--- config.mk ---
export PLATFORM = sky130hd
export DESIGN_NAME = supv_wake_seq
export DESIGN_NICKNAME = d
export VERILOG_FILES = /design/src/rtl/supv_wake_pkg.sv /design/src/rtl/supv_sync.sv /design/src/rtl/supv_dip_qual.sv /design/src/rtl/supv_interval_timer.sv /design/src/rtl/supv_wake_seq.sv
export SDC_FILE = /design/constraint.sdc
export NUM_CORES = 1
export LEC_CHECK = 0
export CORE_MARGIN = 2
export CORE_UTILIZATION = 55
export CTS_BUF_LIST = sky130_fd_sc_hd__clkbuf_8
export DETAILED_ROUTE_END_ITERATION = 16
export PLACE_DENSITY = 0.75
export SLEW_MARGIN = 40
export SYNTH_ARGS = -nofsm -noshare
export SYNTH_HDL_FRONTEND = slang
export SYNTH_SLANG_ARGS = --single-unit
--- constraint.sdc ---
create_clock -name clk_i -period 2.2 [get_ports clk_i]
set_input_delay 0.55 -clock clk_i [delete_from_list [all_inputs] [get_ports clk_i]]
set_output_delay 0.55 -clock clk_i [all_outputs]
set_load 0.01 [all_outputs]
--- src/rtl/supv_wake_pkg.sv ---
package supv_wake_pkg;

  typedef enum logic [2:0] {
    ST_MONITOR = 3'd0,
    ST_CHARGE  = 3'd1,
    ST_JUDGE   = 3'd2,
    ST_FILTER  = 3'd3,
    ST_PULSE   = 3'd4
  } seq_state_e;

  function automatic int cyc_from_us(input int clk_hz, input int us);
    return (clk_hz / 1_000_000) * us;
  endfunction

  function automatic int max2(input int a, input int b);
    return (a > b) ? a : b;
  endfunction

endpackage

--- src/rtl/supv_sync.sv ---
module supv_sync #(
  parameter int WIDTH = 1,
  parameter logic [WIDTH-1:0] RST_VAL = '0
) (
  input  logic             clk_i,
  input  logic             rst_ni,
  input  logic [WIDTH-1:0] d_i,
  output logic [WIDTH-1:0] q_o
);

  logic [WIDTH-1:0] stg1_q, stg2_q;

  always_ff @(posedge clk_i or negedge rst_ni) begin
    if (!rst_ni) begin
      stg1_q <= RST_VAL;
      stg2_q <= RST_VAL;
    end else begin
      stg1_q <= d_i;
      stg2_q <= stg1_q;
    end
  end

  assign q_o = stg2_q;

endmodule

--- src/rtl/supv_dip_qual.sv ---
// Counts consecutive high samples of the flag; any low sample restarts the count.
module supv_dip_qual #(
  parameter int QUAL_CYC = 3
) (
  input  logic clk_i,
  input  logic rst_ni,
  input  logic flag_i,
  output logic qual_o
);

  localparam int QW = $clog2(QUAL_CYC + 2);
  localparam logic [QW-1:0] QMAX = QW'(QUAL_CYC);

  logic [QW-1:0] run_q;

  always_ff @(posedge clk_i or negedge rst_ni) begin
    if (!rst_ni) begin
      run_q <= '0;
    end else if (!flag_i) begin
      run_q <= '0;
    end else if (run_q != QMAX) begin
      run_q <= run_q + 1'b1;
    end
  end

  // qualified on the (QUAL_CYC+1)-th consecutive high sample
  assign qual_o = flag_i && (run_q == QMAX);

endmodule

--- src/rtl/supv_interval_timer.sv ---
module supv_interval_timer #(
  parameter int MAX_CYC = 1000
) (
  input  logic                        clk_i,
  input  logic                        rst_ni,
  input  logic                        load_i,
  input  logic [$clog2(MAX_CYC+1)-1:0] load_val_i,
  output logic                        expired_o
);

  localparam int TW = $clog2(MAX_CYC + 1);

  logic [TW-1:0] cnt_q;

  always_ff @(posedge clk_i or negedge rst_ni) begin
    if (!rst_ni) begin
      cnt_q <= '0;
    end else if (load_i) begin
      cnt_q <= load_val_i;
    end else if (cnt_q != '0) begin
      cnt_q <= cnt_q - 1'b1;
    end
  end

  assign expired_o = (cnt_q == '0);

endmodule

--- src/rtl/supv_wake_seq.sv ---
module supv_wake_seq
  import supv_wake_pkg::*;
#(
  parameter int CLK_HZ    = 1_000_000,
  parameter int CHARGE_US = 1000,
  parameter int QUAL_US   = 3,
  parameter int FILT_CYC  = 64
) (
  input  logic clk_i,
  input  logic rst_ni,
  input  logic load_ok_i,
  input  logic uv_i,
  output logic reg_en_o,
  output logic rst_req_o
);

  localparam int CHARGE_CYC = cyc_from_us(CLK_HZ, CHARGE_US);
  localparam int QUAL_CYC   = cyc_from_us(CLK_HZ, QUAL_US);
  localparam int TMR_MAX    = max2(CHARGE_CYC, FILT_CYC);
  localparam int TW         = $clog2(TMR_MAX + 1);
  localparam logic [TW-1:0] CHARGE_LD = TW'(CHARGE_CYC - 1);
  localparam logic [TW-1:0] FILT_LD   = TW'(FILT_CYC - 1);

  logic       load_ok_s, uv_s;
  logic       dip_qual;
  logic       tmr_load, tmr_expired;
  logic [TW-1:0] tmr_val;
  seq_state_e state_q, state_d;

  // load flag resets high so that a reset never starts a spurious charge
  supv_sync #(.WIDTH(2), .RST_VAL(2'b10)) u_sync (
    .clk_i  (clk_i),
    .rst_ni (rst_ni),
    .d_i    ({load_ok_i, uv_i}),
    .q_o    ({load_ok_s, uv_s})
  );

  supv_dip_qual #(.QUAL_CYC(QUAL_CYC)) u_qual (
    .clk_i  (clk_i),
    .rst_ni (rst_ni),
    .flag_i (uv_s),
    .qual_o (dip_qual)
  );

  supv_interval_timer #(.MAX_CYC(TMR_MAX)) u_tmr (
    .clk_i      (clk_i),
    .rst_ni     (rst_ni),
    .load_i     (tmr_load),
    .load_val_i (tmr_val),
    .expired_o  (tmr_expired)
  );

  always_comb begin
    state_d  = state_q;
    tmr_load = 1'b0;
    tmr_val  = CHARGE_LD;
    unique case (state_q)
      ST_MONITOR: begin
        if (!load_ok_s) begin
          state_d  = ST_CHARGE;
          tmr_load = 1'b1;
          tmr_val  = CHARGE_LD;
        end
      end
      ST_CHARGE: begin
        if (tmr_expired) state_d = ST_JUDGE;
      end
      ST_JUDGE: begin
        // wait here while a dip is present but not yet qualified
        if (dip_qual) begin
          state_d  = ST_FILTER;
          tmr_load = 1'b1;
          tmr_val  = FILT_LD;
        end else if (!uv_s) begin
          state_d = ST_MONITOR;
        end
      end
      ST_FILTER: begin
        if (tmr_expired) state_d = ST_PULSE;
      end
      ST_PULSE: state_d = ST_MONITOR;
      default:  state_d = ST_MONITOR;
    endcase
  end

  always_ff @(posedge clk_i or negedge rst_ni) begin
    if (!rst_ni) state_q <= ST_MONITOR;
    else         state_q <= state_d;
  end

  assign reg_en_o  = (state_q == ST_CHARGE);
  assign rst_req_o = (state_q == ST_PULSE);

endmodule

==> results.yml, run 1 <==
sta:
  maxSlewViolCount: 0
  fmax_mhz: 482
  tightest_slew_ns: 0.655
  slew_headroom: 0.559
  rsz0062_at_grt: "no"
  finalClockSkew_ns: 0.00100
  fin_setup_tns_ns: 0
  hold_viol: 0
  final.period_utilization: 0.942
  setup_viol: 0
  fin_crit_ns: 2.07
final_layout:
  final_area_um2: 1130
  final_cell_mix: "dfrtp_1 (17), nor2_1 (9), xnor2_1 (7), inv_1 (5), clkdlybuf4s50_1 (5)"
  areaGrowthSynthToFinish_pct: 16.4
  final_common_cell: "dfrtp_1"
  n_antenna_cell: 0
  nNetsFinal: 107
  layout-drive-gt1-share: 0.182
clock_tree:
  cts_max_path_buffers: 2
  clock_latency_ns: 0.26
  cts_tree: "yes"
  h-tree-depth: 1
  clkTransAtPathRegs_ns: 0.07
  ctsHoldBuffers: 0
  cts_root_buf: "clkbuf_8"
  cts_sinks: 20
  numCtsBuffers: 3
drt:
  ant_nets: 0
  routed_wl_um: 1750
  vias_per_cell: 6.03
  dr.pass1.iters: 4
  wire_per_inst_um: 15.1
  drcViolationCount: 0
  vias: 700
  drtIter0Drc: 15
synthesis:
  yosys.area.top_type: "dfrtp_1"
  syn_area_per_cell_um2: 10.9
  ys_warn_count: 0
  yosysSeqAreaShare: 0.519
  netlist_top_cells_area: "dfrtp_1 (47%), xnor2_1 (6.3%), dfstp_2 (5.4%), ha_1 (3.9%), nor2_1 (3.5%)"
  syn-num-nets: 96
  synthDistinctLibCells: 34
  netlist_instances: 89
  post-synth-top-area-fraction: 0.465
  syn-cell-area_um2: 968
  synth-seq-cells: 20
worst_setup_path:
  start_kind: "flip-flop"
  timing.rr.start: "u_tmr.cnt_q[0]"
  rrSetupSlack_ns: 0.15
  arrival_ns: 1.52
  critPathMaxFanout: 8
  r2r-end: "u_tmr.cnt_q[5]"
  setup.worst_path.class: "flip-flop to primary output"
  r2r_cells: 6
  crit_required_ns: 1.65
  worst_setup_path_end_kind: "primary output"
placement:
  port_buffers: 5
  gp_congestion: 0.741
  dpl.hpwl_um: 1230
  dpl_cell_area_um2: 1050
floorplanning:
  io_pins: 6
  die_h_um: 46.0
  fp.dieW_um: 46.0
  initial_utilization: 0.573
  row_count: 15
  core-area_um2: 1690
  dieArea_um2: 2110
min_path:
  whs_path_depth: 0
  whs_endpoint: "u_sync.q_o[1]"
  min-delay-path-class: "flip-flop to flip-flop"
  hold_start: "u_sync.stg1_q[1]"
pwr:
  ir_worst_vdd_mv: 0.496
  powerDensity_nw_per_um2: 720
  leakage_nw: 0.476
grt:
  grt_max_degree: 13
  first_global_vias: 662
  grt_use_total: 0.204
  grt_pass1_wl_um: 3020
  grt_remaining_overflow: 0
  antenna_found_initial: 0
flow_run:
  drv_cap: 0
status:
  status: "finished, final reports clean"
[Yosys cell counts, drive strengths merged]
library cell	n
a2111oi	1
a211oi	1
a21oi	4
a221oi	2
a31o	1
a32oi	1
and2	3
and3	2
and4	1
clkbuf	2
dfrtp	18
dfstp	2
ha	3
inv	5
mux2i	1
nand2	4
nand2b	2
nor2	9
nor2b	1
nor3	3
nor4	5
o211ai	1
o21ai	4
o41ai	1
or2	1
or3	1
or3b	1
or4	2
xnor2	7
[layout make-up]
cell class | count | area, um2
fillers | 139 | 562
flip-flops and latches | 20 | 504
multi-input cells | 62 | 439
repair buffers | 8 | 72.6
clock buffers | 3 | 41.3
clock inverters | 1 | 30.0
well taps | 17 | 21.3
inverters | 5 | 18.8
[cells by family (layout without fill, tap and decap cells)]
family                     after synthesis  count (layout)  synth area share
buffers and inverters                    7              17            0.0271
xor gates and xnor gates                 7               7            0.0633
DFF                                     20              20             0.519
muxes                                    1               1            0.0103
AOI/OAI and AO/OA                       16              16             0.121
and+or+nand+nor                         35              35             0.220
adders and majority gates                3               3            0.0388
[how the worst max path moves through the flow]
| stage | from | to | slack [ns] | cells after the start |
|---|---|---|---|---|
| 6_report | state_q[0] | rst_req_o | 0.13 | 3 |
| 4_1_cts | state_q[0] | reg_en_o | 0.07 | 3 |
| 2_1_floorplan | u_tmr.cnt_q[0] | u_tmr.cnt_q[5] | 0.24 | 6 |
| 3_5_place_dp | u_tmr.cnt_q[0] | u_tmr.cnt_q[5] | 0.16 | 6 |
| 3_3_place_gp | u_tmr.cnt_q[0] | u_tmr.cnt_q[5] | 0.21 | 6 |
| 5_1_grt | state_q[0] | rst_req_o | 0.06 | 3 |
[per-stage QoR]
step | total power, mW | utilization | setup slack, ns | hold WS [ns] | std cells
floorplan | 0.427 | - | 0.242 | 0.254 | 89
global placement | 0.446 | 0.624 | 0.213 | 0.338 | 112
detailed placement | 0.451 | 0.624 | 0.164 | 0.345 | 112
CTS | 0.822 | 0.667 | 0.0725 | 0.359 | 116
global route | 0.840 | 0.667 | 0.0603 | 0.364 | 116
finish | 0.812 | 0.667 | 0.127 | 0.358 | 116
[flip-flops by register name (all words and copies together), names as in the netlist]
signal,count
u_tmr.cnt_q,10
state_q,3
u_qual.run_q,3
u_sync.q_o,2
u_sync.stg1_q,2
[layer usage]
layer / vias up / track usage / share of wire
met4: 0 / 0.0857 / 0.023
met2: 26 / 0.306 / 0.45
met3: 5 / 0.0476 / 0.052
met5: - / 0 / 0
met1: 331 / 0.280 / 0.47
li1: 338 / - / -
[report_power, final]
group / total [mW] / leakage [nW] / internal, mW / switching, mW
clock network: 0.370 / 0.0357 / 0.243 / 0.127
logic: 0.0492 / 0.221 / 0.0256 / 0.0236
registers: 0.392 / 0.219 / 0.383 / 0.00891
[worst max-delay path, stage by stage, from the launching register on]
cell             delay (ns)
dfrtp_2                0.46
inv_1                  0.11
and3_1                 0.16
clkdlybuf4s50_1        0.53
[what timing repair did]
| action | 4_1_cts | 5_1_grt |
|---|---|---|
| setup buffers | 0 | 0 |
| gates resized for setup | 0 | 1 |
| setup endpoints to repair | 0 | 1 |
Note: power is estimated with default switching activity, not from simulation.
==> inputs of run 2 (changes only) <==
--- a/config.mk
+++ b/config.mk
@@ -9,8 +9,10 @@
 export CORE_UTILIZATION = 55
 export CTS_BUF_LIST = sky130_fd_sc_hd__clkbuf_8
 export DETAILED_ROUTE_END_ITERATION = 16
+export GPL_ROUTABILITY_DRIVEN = 0
 export PLACE_DENSITY = 0.75
 export SLEW_MARGIN = 40
 export SYNTH_ARGS = -nofsm -noshare
 export SYNTH_HDL_FRONTEND = slang
 export SYNTH_SLANG_ARGS = --single-unit
+export TNS_END_PERCENT = 1
==> results of run 2 <==
Final layout, timing and power as in run 1 (identical DEF).
==> inputs of run 3 (changes only) <==
--- a/config.mk
+++ b/config.mk
@@ -11,6 +11,7 @@
 export DETAILED_ROUTE_END_ITERATION = 16
 export GPL_ROUTABILITY_DRIVEN = 0
 export PLACE_DENSITY = 0.75
+export SKIP_CTS_REPAIR_TIMING = 1
 export SLEW_MARGIN = 40
 export SYNTH_ARGS = -nofsm -noshare
 export SYNTH_HDL_FRONTEND = slang
==> results of run 3 <==
Final layout, timing and power as in run 1 (identical DEF).
